==> src/rtl/dma_stat_pkg.sv <==
// Package: field positions and widths of the channel status word.
// Assumes little-endian bit numbering of a 32-bit word.
package dma_stat_pkg;
    localparam int unsigned STAT_W   = 32;
    localparam int unsigned N_STICKY = 5;

    // Status word bit positions
    localparam int unsigned B_PERR = 0;
    localparam int unsigned B_TERR = 1;
    localparam int unsigned B_BUSY = 2;
    localparam int unsigned B_HALT = 3;
    localparam int unsigned B_RSVD = 4;
    localparam int unsigned B_SEG  = 5;
    localparam int unsigned B_LIST = 6;
    localparam int unsigned B_LINK = 7;

    // Index of each sticky flag inside the sticky bank
    localparam int unsigned S_PERR = 0;
    localparam int unsigned S_TERR = 1;
    localparam int unsigned S_SEG  = 2;
    localparam int unsigned S_LIST = 3;
    localparam int unsigned S_LINK = 4;

    // Word position for each sticky index
    function automatic int unsigned sticky_pos(input int unsigned idx);
        case (idx)
            S_PERR:  return B_PERR;
            S_TERR:  return B_TERR;
            S_SEG:   return B_SEG;
            S_LIST:  return B_LIST;
            default: return B_LINK;
        endcase
    endfunction
endpackage

==> src/rtl/dma_stat_event_qual.sv <==
// Qualifies raw datapath event strobes with the interrupt enables and the
// channel mode, producing one set request per sticky flag.
// Assumes event strobes are single-cycle and already synchronous to clk.
module dma_stat_event_qual
    import dma_stat_pkg::*;
(
    input  logic                ev_seg_done,
    input  logic                ev_list_done,
    input  logic                ev_link_done,
    input  logic                ev_xfer_err,
    input  logic                ev_prog_err,
    input  logic                mode_chain,
    input  logic                mr_seg_ien,
    input  logic                desc_seg_ien,
    input  logic                mr_end_ien,
    output logic [N_STICKY-1:0] set_req
);
    logic seg_en;

    // Segment enable: descriptor enable only counts in chaining mode
    always_comb begin
        seg_en = mr_seg_ien | (mode_chain & desc_seg_ien);
    end

    // Build the set-request vector per sticky index
    always_comb begin
        set_req         = '0;
        set_req[S_PERR] = ev_prog_err;
        set_req[S_TERR] = ev_xfer_err;
        set_req[S_SEG]  = ev_seg_done & seg_en;
        set_req[S_LIST] = ev_list_done & mr_end_ien;
        set_req[S_LINK] = ev_link_done & mr_end_ien;
    end
endmodule

==> src/rtl/dma_stat_sticky.sv <==
// Bank of write-one-to-clear sticky flags; a hardware set in the same
// cycle as a clear wins. Assumes synchronous active-low reset.
module dma_stat_sticky #(
    parameter int unsigned N = 5
) (
    input  logic         clk,
    input  logic         rst_n,
    input  logic [N-1:0] set_req,
    input  logic [N-1:0] clr_req,
    output logic [N-1:0] flags
);
    for (genvar i = 0; i < N; i++) begin : g_bit
        // One sticky flag: set has priority over software clear
        always_ff @(posedge clk) begin
            if (!rst_n)
                flags[i] <= 1'b0;
            else if (set_req[i])
                flags[i] <= 1'b1;
            else if (clr_req[i])
                flags[i] <= 1'b0;
        end
    end
endmodule

==> src/rtl/dma_stat_run_ctl.sv <==
// Tracks the busy and halted flags of the channel from run-control strobes.
// Priority: abort, then error/completion, then halt, then start.
// Assumes strobes are single-cycle; start while halted acts as resume.
module dma_stat_run_ctl (
    input  logic clk,
    input  logic rst_n,
    input  logic ev_start,
    input  logic ev_halt,
    input  logic ev_abort,
    input  logic ev_seg_done,
    input  logic ev_list_done,
    input  logic ev_xfer_err,
    input  logic ev_prog_err,
    input  logic mode_chain,
    output logic busy,
    output logic halted
);
    logic finish;
    logic stop;

    // Completion event depends on the channel mode
    always_comb begin
        finish = mode_chain ? ev_list_done : ev_seg_done;
        stop   = finish | ev_xfer_err | ev_prog_err;
    end

    // Busy/halted state update
    always_ff @(posedge clk) begin
        if (!rst_n) begin
            busy   <= 1'b0;
            halted <= 1'b0;
        end else if (ev_abort) begin
            busy   <= 1'b0;
            halted <= 1'b0;
        end else if (stop) begin
            busy   <= 1'b0;
        end else if (ev_halt && busy) begin
            busy   <= 1'b0;
            halted <= 1'b1;
        end else if (ev_start && (halted || !busy)) begin
            busy   <= 1'b1;
            halted <= 1'b0;
        end
    end
endmodule

==> src/rtl/dma_chan_stat.sv <==
// Per-channel DMA status register: sticky event flags, busy/halted flags,
// write-one-to-clear register access and one interrupt line.
// Assumes single-register bus (no address) and combinational read data.
module dma_chan_stat
    import dma_stat_pkg::*;
(
    input  logic              clk,
    input  logic              rst_n,
    input  logic              ev_start,
    input  logic              ev_halt,
    input  logic              ev_abort,
    input  logic              ev_seg_done,
    input  logic              ev_list_done,
    input  logic              ev_link_done,
    input  logic              ev_xfer_err,
    input  logic              ev_prog_err,
    input  logic              mode_chain,
    input  logic              mr_seg_ien,
    input  logic              desc_seg_ien,
    input  logic              mr_end_ien,
    input  logic              reg_wr,
    input  logic [STAT_W-1:0] reg_wdata,
    output logic [STAT_W-1:0] reg_rdata,
    output logic              irq
);
    logic [N_STICKY-1:0] set_req;
    logic [N_STICKY-1:0] clr_req;
    logic [N_STICKY-1:0] flags;
    logic                busy;
    logic                halted;
    logic                wdata_unused;

    dma_stat_event_qual i_qual (
        .ev_seg_done  (ev_seg_done),
        .ev_list_done (ev_list_done),
        .ev_link_done (ev_link_done),
        .ev_xfer_err  (ev_xfer_err),
        .ev_prog_err  (ev_prog_err),
        .mode_chain   (mode_chain),
        .mr_seg_ien   (mr_seg_ien),
        .desc_seg_ien (desc_seg_ien),
        .mr_end_ien   (mr_end_ien),
        .set_req      (set_req)
    );

    // Map write data onto per-flag clear requests
    for (genvar i = 0; i < N_STICKY; i++) begin : g_clr
        assign clr_req[i] = reg_wr & reg_wdata[sticky_pos(i)];
    end

    // Bits with no write effect
    assign wdata_unused = ^{reg_wdata[STAT_W-1:B_LINK+1], reg_wdata[B_RSVD],
                            reg_wdata[B_HALT], reg_wdata[B_BUSY]};

    dma_stat_sticky #(.N(N_STICKY)) i_sticky (
        .clk     (clk),
        .rst_n   (rst_n),
        .set_req (set_req),
        .clr_req (clr_req),
        .flags   (flags)
    );

    dma_stat_run_ctl i_run (
        .clk          (clk),
        .rst_n        (rst_n),
        .ev_start     (ev_start),
        .ev_halt      (ev_halt),
        .ev_abort     (ev_abort),
        .ev_seg_done  (ev_seg_done),
        .ev_list_done (ev_list_done),
        .ev_xfer_err  (ev_xfer_err),
        .ev_prog_err  (ev_prog_err),
        .mode_chain   (mode_chain),
        .busy         (busy),
        .halted       (halted)
    );

    // Assemble the status word; reserved positions read 0
    always_comb begin
        reg_rdata         = '0;
        reg_rdata[B_PERR] = flags[S_PERR];
        reg_rdata[B_TERR] = flags[S_TERR];
        reg_rdata[B_BUSY] = busy;
        reg_rdata[B_HALT] = halted;
        reg_rdata[B_SEG]  = flags[S_SEG];
        reg_rdata[B_LIST] = flags[S_LIST];
        reg_rdata[B_LINK] = flags[S_LINK];
    end

    // Interrupt is the OR of all sticky flags
    assign irq = |flags;
endmodule

==> config.mk <==
export PLATFORM = sky130hd
export DESIGN_NAME = dma_chan_stat
export DESIGN_NICKNAME = d
export VERILOG_FILES = /design/src/rtl/dma_stat_pkg.sv /design/src/rtl/dma_stat_event_qual.sv /design/src/rtl/dma_stat_sticky.sv /design/src/rtl/dma_stat_run_ctl.sv /design/src/rtl/dma_chan_stat.sv
export SDC_FILE = /design/constraint.sdc
export NUM_CORES = 1
export LEC_CHECK = 0
export ABC_CLOCK_PERIOD_IN_PS = 1700
export BUFFER_PORTS_ARGS = -buffer_cell sky130_fd_sc_hd__buf_4
export CAP_MARGIN = 20
export CORE_MARGIN = 2
export CORE_UTILIZATION = 33
export CTS_CLUSTER_DIAMETER = 80
export DETAILED_ROUTE_END_ITERATION = 8
export GPL_ROUTABILITY_DRIVEN = 0
export PLACE_DENSITY_LB_ADDON = 0.08
export SLEW_MARGIN = 20
export SYNTH_ARGS = -nofsm -noshare
export SYNTH_HDL_FRONTEND = slang
export SYNTH_HIERARCHICAL = 1
export SYNTH_SLANG_ARGS = --single-unit
==> constraint.sdc <==
create_clock -name clk -period 1.7 [get_ports clk]
set_input_delay 0.34 -clock clk [delete_from_list [all_inputs] [get_ports clk]]
set_output_delay 0.34 -clock clk [all_outputs]
set_load 0.03 [all_outputs]
# Yosys cells after proc, flatten, opt, wreduce, memory -nomap -nowiden
# Index checks and enable logic that the tools add are counted.
# classes
reduce_logical	14
n_bitwise	14
mux	13
# ops
op	n
$mux W1	13
$reduce_bool A2 Y1	6
$and A1 B1 Y1	9
$reduce_or A5 Y1	1
$reduce_or A4 Y1	1
$or A1 B1 Y1	3
$logic_and A1 B1 Y1	2
$not A1 Y1	2
$reduce_and A2 Y1	1
$reduce_or A2 Y1	1
$logic_not A1 Y1	1
$logic_or A1 B1 Y1	1
# word_totals
elab_cells	48
input_bits	47
reg_bits	7
output_inout_bits	33

# Logic depth before layout (Yosys ltp)
# Gate-level depths: netlist of the first run.
# depth
word_depth	5
depth_mapped	3

# Cells and area by module
# The synthesis of the first run kept the hierarchy.
# modules_own_cells
module	n_inst	seq_area_each_um2	cells_per_inst	area_each_um2
dma_chan_stat	1	0.0	36	250.2
dma_stat_sticky	1	100.1	15	206.4
dma_stat_run_ctl	1	40.0	12	110.1
dma_stat_event_qual	1	0.0	6	38.8

# Worst setup path before layout of the first run
# OpenSTA, ideal clock, no wires.
# synth_timing
path_kind	register to output
startpoint	register i_sticky.flags[1]
endpoint	output port irq
stages_incl_launch_ff	3
slack_ns	0.526
t_arrival_ns	0.834
cell_sequence	dfxtp_1 -> nor3_1 -> nand2_1
# synth_via
elab_chain_cells	1
# synth_lines
element	line	text
start: declaration	dma_stat_sticky.sv:10	output logic [N-1:0] flags
start signal: indexed assignment	dma_stat_sticky.sv:16	flags[i] <= 1'b0;
start signal: indexed assignment	dma_stat_sticky.sv:18	flags[i] <= 1'b1;
start signal: indexed assignment	dma_stat_sticky.sv:20	flags[i] <= 1'b0;
$reduce_or A5 Y1	dma_chan_stat.sv:91	assign irq = |flags;
end: declaration	dma_chan_stat.sv:24	output logic irq
# No other way between the ends.

# Worst setup path after layout of the first run
# Ends and elaborated chain as after synthesis.

==> results.json, run 1 <==
{
  "die_x_um": 46.8,
  "critPathSlowestCell": "dfxtp_1",
  "clk_latency_ns": 0.24,
  "ctsResizeCount": 0,
  "row_count": 15,
  "design_area_um2": 738,
  "grt_pass1_vias": 347,
  "clock_path_buffers": 2,
  "cts_buffers": 3,
  "fin_ws_ns": 0.345,
  "synth_ff_type": "dfxtp_1",
  "routed_wl_mm": 1.04,
  "fp.dieArea_mm2": 0.00219,
  "synth_top_family_by_area": "buffers and inverters",
  "vias": 443,
  "yosys.area.top_type": "buf_4",
  "muxShareOfSynthArea": 0.0165,
  "clock_skew_ns": 0.0000284,
  "viasPerCell": 3.69,
  "dr.pass1.iters": 4,
  "grt_usage": 0.0922,
  "ys_seq_area_frac": 0.231,
  "avgSynthCellArea_um2": 8.78,
  "synth_xor_area_frac": 0,
  "synth_compound_area_frac": 0.105,
  "synth_warnings": 6,
  "core_mm2": 0.00173,
  "final_layout_size_suffix_gt1_frac": 0.389,
  "synth_edf_count": 0,
  "switchingPower_w": 0.000191,
  "p_int_w": 0.000329,
  "die_y_um": 46.8,
  "timing.fmax_mhz": 738,
  "cp-start-kind": "flip-flop",
  "final_nets": 143,
  "hold_path.class": "primary input to flip-flop",
  "rsz0062_at_grt": "no",
  "yosys.area_share.simple": 0.281,
  "synthArstFlopShare": 0,
  "dp_worst_setup_slack_ns": 0.447,
  "grt_pass1_wl_mm": 1.36,
  "drt_iter0_markers": 3,
  "arrival_ns": 1.02,
  "combinationalPowerShare": 0.369,
  "finalSetupTns_ns": 0,
  "drc": 0,
  "dp_hpwl_um": 884,
  "ys_types": 18,
  "pwr-share-clk": 0.286,
  "swShare": 0.367,
  "grt_overflow": 0,
  "synth_area_leaders": "buf_4 36%, dfxtp_1 23%, nor2b_4 11%, and2_1 7.2%, o21a_1 6.2%",
  "seq_power_share": 0.345,
  "numClockSinks": 7,
  "worstPathMaxFanout": 3,
  "postCtsSetupBuffers": 0,
  "worstPathCellList": "nor3_1 > nand2_1 > buf_4",
  "maxSlewViolCount": 0,
  "final-setup-viol-count": 0,
  "crit_type": "flip-flop to output port",
  "postRouteAntennaNets": 0,
  "placed_area_um2": 712,
  "synth.most_common_cell": "buf_4",
  "cts_tree": "built",
  "synth_fa_ha_area_frac": 0,
  "required_ns": 1.36,
  "netlist_area_um2": 606,
  "fin_crit_sh": 0.797,
  "antenna-diode-count": 0,
  "ios": 80,
  "grt_max_degree": 8,
  "finalCriticalPeriod_ns": 1.36,
  "io_buffers": 27,
  "status": "finished, final reports clean",
  "cts_max_level": 1,
  "wl_per_cell_um": 8.67,
  "start_util": 0.351,
  "syn_inst": 69,
  "cts-hold-fix-buffers": 0,
  "pwr_density_cell_mw_per_mm2": 704,
  "yosys-top-cells-count": "29 x buf_4, 7 x and2_1, 7 x dfxtp_1, 5 x nor2b_4, 5 x o21a_1",
  "ir_drop_mv": 0.378,
  "antenna_found_initial": 0,
  "ys_ff_latch": 7,
  "power_w": 0.000520,
  "cts-root-buf": "clkbuf_4",
  "p_leak_nw": 0.374,
  "end_kind": "output port",
  "yosysTopAreaCellShare": 0.360,
  "syn_to_final_growth_pct": 21.9,
  "max_cap_viol_count": 0,
  "cpPeakStageDelay_ns": 0.32,
  "clk_pin_slew_ns": 0.05,
  "hold_viol_final": 0
}
-- area by class of cell --
type                    count  area (um^2)
fillers                   189          988
multi-input cells          57          338
repair buffers             27          203
flip-flops and latches      7          140
well taps                  25         31.3
clock buffers               4         26.3
-- power groups by stage --
stage,logic (W),registers [W],clock network [W]
after floorplan,0.000165,0.000198,0
after global placement,0.000192,0.000183,0
after detailed placement,0.000192,0.000183,0
after CTS,0.000193,0.000180,0.000160
after global routing,0.000205,0.000181,0.000167
final,0.000192,0.000179,0.000149
-- critical path, delay by kind of cell, from the launching register on --
family | cells | cell delay, ns
flip-flops | 1 | 0.32
buffers and inverters | 1 | 0.16
AND/OR/NAND/NOR | 2 | 0.28
-- layout by cell type (no fill, tap or decap) --
master      n
a2111oi_2   1
a21oi_1     1
and2_1      7
and3_2      1
buf_4      27
clkbuf_1    1
clkbuf_4    3
conb_1     25
dfxtp_1     7
mux2i_1     1
nand2_1     2
nand2b_1    1
nand3b_1    1
nand4_1     1
nor2_1      3
nor2b_1     1
nor2b_4     5
nor3_1      1
o21a_1      5
o22ai_1     1
-- routing by layer --
layer  global-route usage  vias up  wire length [um]
met5                    0        -                 0
met4               0.0833        0                 6
met3               0.0231        2               140
met2                0.134       30               474
met1                0.110      189               418
li1                     -      222                 -
-- path summary, 6_finish.rpt --
kind,to,cells after the start,slack (ns),start
max,irq,3,0.34,i_sticky/flags[1]
max reg2reg,i_run/busy,2,0.89,i_run/busy
min,i_run/busy,2,0.29,ev_halt
min reg2reg,i_run/halted,2,0.50,i_run/halted
-- sequential cells by signal (all words and copies together) (netlist names) --
| signal | cells |
|---|---|
| i_run/busy | 1 |
| i_sticky/flags | 5 |
| i_run/halted | 1 |
-- per-stage QoR --
stage | cells | hold WS (ns) | util
floorplan | 93 | 0.436 | -
global route | 120 | 0.283 | 0.428
detailed placement | 116 | 0.490 | 0.412
global placement | 116 | 0.490 | 0.412
finish | 120 | 0.287 | 0.428
CTS | 120 | 0.276 | 0.428
-- logic make-up (layout without fill, tap and decap cells) --
group | after synthesis | in the layout
other | 1 | 25
AO/OA/AOI/OAI | 8 | 8
buffers and inverters | 29 | 31
flip-flops | 7 | 7
AND/OR/NAND/NOR | 23 | 23
multiplexers | 1 | 1
Power figures use the tool's default switching activity.
==> inputs of run 2 (changes only) <==
--- a/config.mk
+++ b/config.mk
@@ -5,11 +5,12 @@
 export SDC_FILE = /design/constraint.sdc
 export NUM_CORES = 1
 export LEC_CHECK = 0
-export ABC_CLOCK_PERIOD_IN_PS = 1700
+export ABC_CLOCK_PERIOD_IN_PS = 1200
 export BUFFER_PORTS_ARGS = -buffer_cell sky130_fd_sc_hd__buf_4
 export CAP_MARGIN = 20
+export CORE_ASPECT_RATIO = 0.7
 export CORE_MARGIN = 2
-export CORE_UTILIZATION = 33
+export CORE_UTILIZATION = 28
 export CTS_CLUSTER_DIAMETER = 80
 export DETAILED_ROUTE_END_ITERATION = 8
 export GPL_ROUTABILITY_DRIVEN = 0
==> constraint.sdc (replaced) <==
create_clock -name clk -period 1.2 [get_ports clk]
set_input_delay 0.24 -clock clk [delete_from_list [all_inputs] [get_ports clk]]
set_output_delay 0.24 -clock clk [all_outputs]
set_load 0.03 [all_outputs]
==> run 2 against run 1 <==
Routed wire length increased by 1.5%. Power increased by 46%. Via count decreased by 0.90%. Register-to-register slack got worse by 0.51 ns. Non-clock buffer count increased by 3. Global-route usage decreased by 0.30 points. Hold slack got worse by 0.11 ns. Sequential share of layout area decreased by 0.34 points. Setup slack got worse by 0.33 ns. Critical path type unchanged. Highest routed layer is now met3.
==> results.json, run 2 (synthesis results as in run 1) <==
{
  "holdWs_ns": 0.176,
  "max_cap_viol_count": 0,
  "die_x_um": 59.6,
  "cts-root-buf": "clkbuf_4",
  "mostFrequentLayoutCell": "buf_4",
  "clk_pin_slew_ns": 0.05,
  "ir_drop_mv": 0.559,
  "crit_type": "flip-flop to output port",
  "antenna_found_initial": 0,
  "required_ns": 0.96,
  "clk_latency_ns": 0.25,
  "grt_pass1_wl_mm": 1.62,
  "hold_viol_final": 0,
  "end_kind": "output port",
  "cp-start-kind": "flip-flop",
  "maxSlewViolCount": 0,
  "rsz0062_at_grt": "yes",
  "grt_max_degree": 8,
  "grt_overflow": 0,
  "cts_buffers": 3,
  "fp.dieArea_mm2": 0.00256,
  "largest_reg_flops": 5,
  "clock_skew_ns": 0.00000414,
  "row_count": 14,
  "drt_iter0_markers": 5,
  "timing.fmax_mhz": 840,
  "hold_path.class": "primary input to flip-flop",
  "pwr_density_cell_mw_per_mm2": 984,
  "cts_tree": "built",
  "finalCriticalPeriod_ns": 1.19,
  "vias": 439,
  "p_leak_nw": 0.393,
  "grt_usage": 0.0892,
  "top_regs": "i_sticky/flags (5), i_run/busy (1), i_run/halted (1)",
  "worstPathMaxFanout": 2,
  "routed_wl_mm": 1.06,
  "largest_register": "i_sticky/flags",
  "ios": 80,
  "final-setup-viol-count": 0,
  "placed_area_um2": 711,
  "finalSetupTns_ns": 0,
  "dr.pass1.iters": 2,
  "status": "finished, final reports clean",
  "postRouteAntennaNets": 0,
  "final_nets": 146,
  "cts-hold-fix-buffers": 0,
  "design_area_um2": 772,
  "mostFrequentLayoutCells": "29 x buf_4, 25 x conb_1, 7 x and2_1",
  "fin_crit_sh": 0.992,
  "cts_max_level": 1,
  "viasPerCell": 3.60,
  "start_util": 0.288,
  "core_mm2": 0.00210,
  "numClockSinks": 7,
  "dp_hpwl_um": 902,
  "clock_path_buffers": 2,
  "arrival_ns": 0.95,
  "die_y_um": 42.9,
  "wl_per_cell_um": 8.66,
  "grt_pass1_vias": 398,
  "final_layout_size_suffix_gt1_frac": 0.449,
  "io_buffers": 27,
  "syn_to_final_growth_pct": 27.5,
  "drc": 0,
  "antenna-diode-count": 0
}
run 2: cell count changes in the layout (fill, tap and decap cells not counted):
cell and change:
buf_4 +2, buf_6 +1, dfxtp_1 -3, dfxtp_2 +3, nor3_1 -1, nor3_2 +1
run 2: path summary, 6_finish.rpt:
| path | startpoint | end | slack (ns) | cells past startpoint |
|---|---|---|---|---|
| hold reg to reg | i_run/halted | i_run/halted | 0.50 | 2 |
| hold / removal | ev_halt | i_run/busy | 0.18 | 2 |
| setup / recovery | i_sticky/flags[1] | irq | 0.01 | 3 |
| setup reg to reg | i_sticky/flags[1] | i_sticky/flags[1] | 0.38 | 3 |
run 2: through the flow:
step / utilization / worst slack (ns) / cells / total power (W)
after global placement: 0.338 / 0.0545 / 115 / 0.000532
after floorplan: - / 0.126 / 93 / 0.000514
final: 0.367 / 0.0101 / 122 / 0.000759
after global routing: 0.367 / -0.0465 / 122 / 0.000815
after CTS: 0.364 / -0.00458 / 121 / 0.000767
after detailed placement: 0.338 / 0.0559 / 115 / 0.000532
run 2: area by class of cell:
type | count | area, um^2
Clock buffer | 4 | 26.3
Fill cell | 234 | 1330
Multi-Input combinational cell | 57 | 343
Sequential cell | 7 | 144
Tap cell | 24 | 30.0
Timing Repair Buffer | 30 | 229
run 2: report_power, final:
part	total, W	internal, W	switching (W)	leakage [nW]
combinational	0.000288	0.000106	0.000182	0.319
sequential	0.000254	0.000246	0.00000815	0.0585
clock	0.000217	0.000127	0.0000903	0.0150
total	0.000759	0.000479	0.000280	0.393
run 2: critical path, stage by stage, from the launching register on:
cell and delay, ns:
dfxtp_2 0.32, nor3_2 0.16, nand2_1 0.08, buf_6 0.14
run 2: repair_timing:
item	CTS	global route
gates resized for setup	5	0
endpoints found under the setup margin	1	1
pin swaps	2	2
setup buffers	2	1
gates cloned	0	0
run 2: layer usage:
layer,vias to the layer above,GRT usage,part of all wire
met5,-,0,0
met4,0,0.0133,0
met3,0,0.0671,0.14
met2,28,0.127,0.42
met1,184,0.109,0.45
li1,227,-,-
==> inputs of run 3 (changes only) <==
--- a/config.mk
+++ b/config.mk
@@ -8,7 +8,6 @@
 export ABC_CLOCK_PERIOD_IN_PS = 1200
 export BUFFER_PORTS_ARGS = -buffer_cell sky130_fd_sc_hd__buf_4
 export CAP_MARGIN = 20
-export CORE_ASPECT_RATIO = 0.7
 export CORE_MARGIN = 2
 export CORE_UTILIZATION = 28
 export CTS_CLUSTER_DIAMETER = 80
@@ -20,3 +19,4 @@
 export SYNTH_HDL_FRONTEND = slang
 export SYNTH_HIERARCHICAL = 1
 export SYNTH_SLANG_ARGS = --single-unit
+export TNS_END_PERCENT = 100
==> run 3 against run 2 <==
Via count grew 2.3%. Largest power group unchanged. Non-clock buffer count shrank 2. Critical endpoint unchanged. Sequential power hardly changed. Highest routed layer unchanged. Power fell by 0.80%. Setup slack better by 0.00051 ns. Hold slack better by 0.0080 ns. Register-to-register slack about the same. Combinational power decreased by 3%. First-iteration DRC count is 80% lower. Count of clock-buffer cells in the layout is the same. Sequential share of layout area grew 0.14 points.
==> results.json, run 3 (synthesis results as in run 1) <==
{
  "die_y_um": 50.5,
  "numClockSinks": 7,
  "dr.pass1.iters": 4,
  "antenna-diode-count": 0,
  "dp_worst_setup_slack_ns": 0.0552,
  "die_x_um": 50.5,
  "fp.dieArea_mm2": 0.00255,
  "worstPathCellList": "nor3_2 > nand2_1 > buf_6",
  "syn_to_final_growth_pct": 25.4,
  "finalSetupTns_ns": 0,
  "drc": 0,
  "status": "finished, final reports clean",
  "clk_pin_slew_ns": 0.05,
  "cts_buffers": 3,
  "wl_per_cell_um": 8.88,
  "grt_overflow": 0,
  "fin_crit_sh": 0.991,
  "grt_pass1_vias": 368,
  "drt_iter0_markers": 1,
  "p_leak_nw": 0.383,
  "final-setup-viol-count": 0,
  "required_ns": 0.96,
  "io_buffers": 27,
  "viasPerCell": 3.65,
  "worstPathMaxFanout": 2,
  "clk_latency_ns": 0.25,
  "grt_max_degree": 8,
  "cpPeakStageDelay_ns": 0.32,
  "grt_usage": 0.0915,
  "critPathTopFamily": "flip-flops",
  "largest_register": "i_sticky/flags",
  "postRouteAntennaNets": 0,
  "cts-root-buf": "clkbuf_4",
  "mostFrequentLayoutCells": "27 x buf_4, 25 x conb_1, 7 x and2_1",
  "path_buf_inv": 1,
  "cts_max_level": 1,
  "clock_path_buffers": 2,
  "mostFrequentLayoutCell": "buf_4",
  "cp-start-kind": "flip-flop",
  "top_regs": "i_sticky/flags (5), i_run/busy (1), i_run/halted (1)",
  "ios": 80,
  "largest_reg_flops": 5,
  "vias": 449,
  "fin_ws_ns": 0.0106,
  "final_nets": 144,
  "routed_wl_mm": 1.09,
  "grt_pass1_wl_mm": 1.66,
  "arrival_ns": 0.95,
  "clock_skew_ns": 0.00357,
  "crit_type": "flip-flop to output port",
  "cts_tree": "built",
  "pwr_density_cell_mw_per_mm2": 992,
  "row_count": 16,
  "core_mm2": 0.00200,
  "fillers": 234,
  "hold_viol_final": 0,
  "max_cap_viol_count": 0,
  "critPathSlowestCell": "dfxtp_2",
  "final_layout_size_suffix_gt1_frac": 0.427,
  "antenna_found_initial": 0,
  "rsz0062_at_grt": "yes",
  "end_kind": "output port",
  "timing.fmax_mhz": 841,
  "maxSlewViolCount": 0,
  "start_util": 0.303,
  "finalCriticalPeriod_ns": 1.19,
  "hold_path.class": "primary input to flip-flop",
  "ir_drop_mv": 0.336
}
## run 3: changes by cell type in the layout (fill, tap and decap cells not counted), sizes merged
| cell | delta |
|---|---|
| buf | -2 |
## run 3: cell type report
cell class                 instances  area [um^2]  area share
multi-input combinational         57          343       0.451
tap                               27         33.8      0.0445
clock buffer                       4         26.3      0.0346
timing repair buffer              28          214       0.282
sequential                         7          143       0.188
## run 3: per-layer routing
layer / vias to the layer above / track usage / routed length (um)
met5: - / 0 / 0
met1: 194 / 0.0980 / 421
met3: 0 / 0.0387 / 120
met4: 0 / 0.0676 / 0
met2: 32 / 0.143 / 550
li1: 223 / - / -
## run 3: timing repair
action | 4_1_cts | 5_1_grt
pin swaps | 2 | 0
gates resized for setup | 4 | 0
buffers inserted | 1 | 0
setup endpoints to repair | 1 | 1
hold buffers | 0 | 0
## run 3: worst register-to-register path: cells and delay by family, from the launching register on
family                 cells  cell delay [ns]
buffers and inverters      1             0.12
and+or+nand+nor            1             0.11
DFF                        1             0.32
AOI/OAI and AO/OA          1             0.15
## run 3: final timing paths
| path | slack, ns | startpoint | depth (start not counted) | end |
|---|---|---|---|---|
| setup / recovery | 0.01 | i_sticky/flags[3] | 3 | irq |
| setup reg to reg | 0.39 | i_sticky/flags[3] | 3 | i_sticky/flags[3] |
| hold / removal | 0.18 | ev_halt | 2 | i_run/busy |
| hold reg to reg | 0.50 | i_run/halted | 2 | i_run/halted |
## run 3: metrics by stage
stage	hold WS (ns)	instance area, um^2	total power, W	util	instances
final	0.184	759	0.000753	0.379	123
after global routing	0.167	759	0.000812	0.379	123
after CTS	0.175	759	0.000766	0.379	123
after detailed placement	0.445	714	0.000533	0.357	118
after global placement	0.443	714	0.000533	0.357	118
after floorplan	0.336	696	0.000514	-	93
## run 3: report_power, final
part	switching, W	internal [W]
Combinational	0.000180	0.000100
Sequential	0.00000954	0.000245
Clock	0.0000911	0.000127
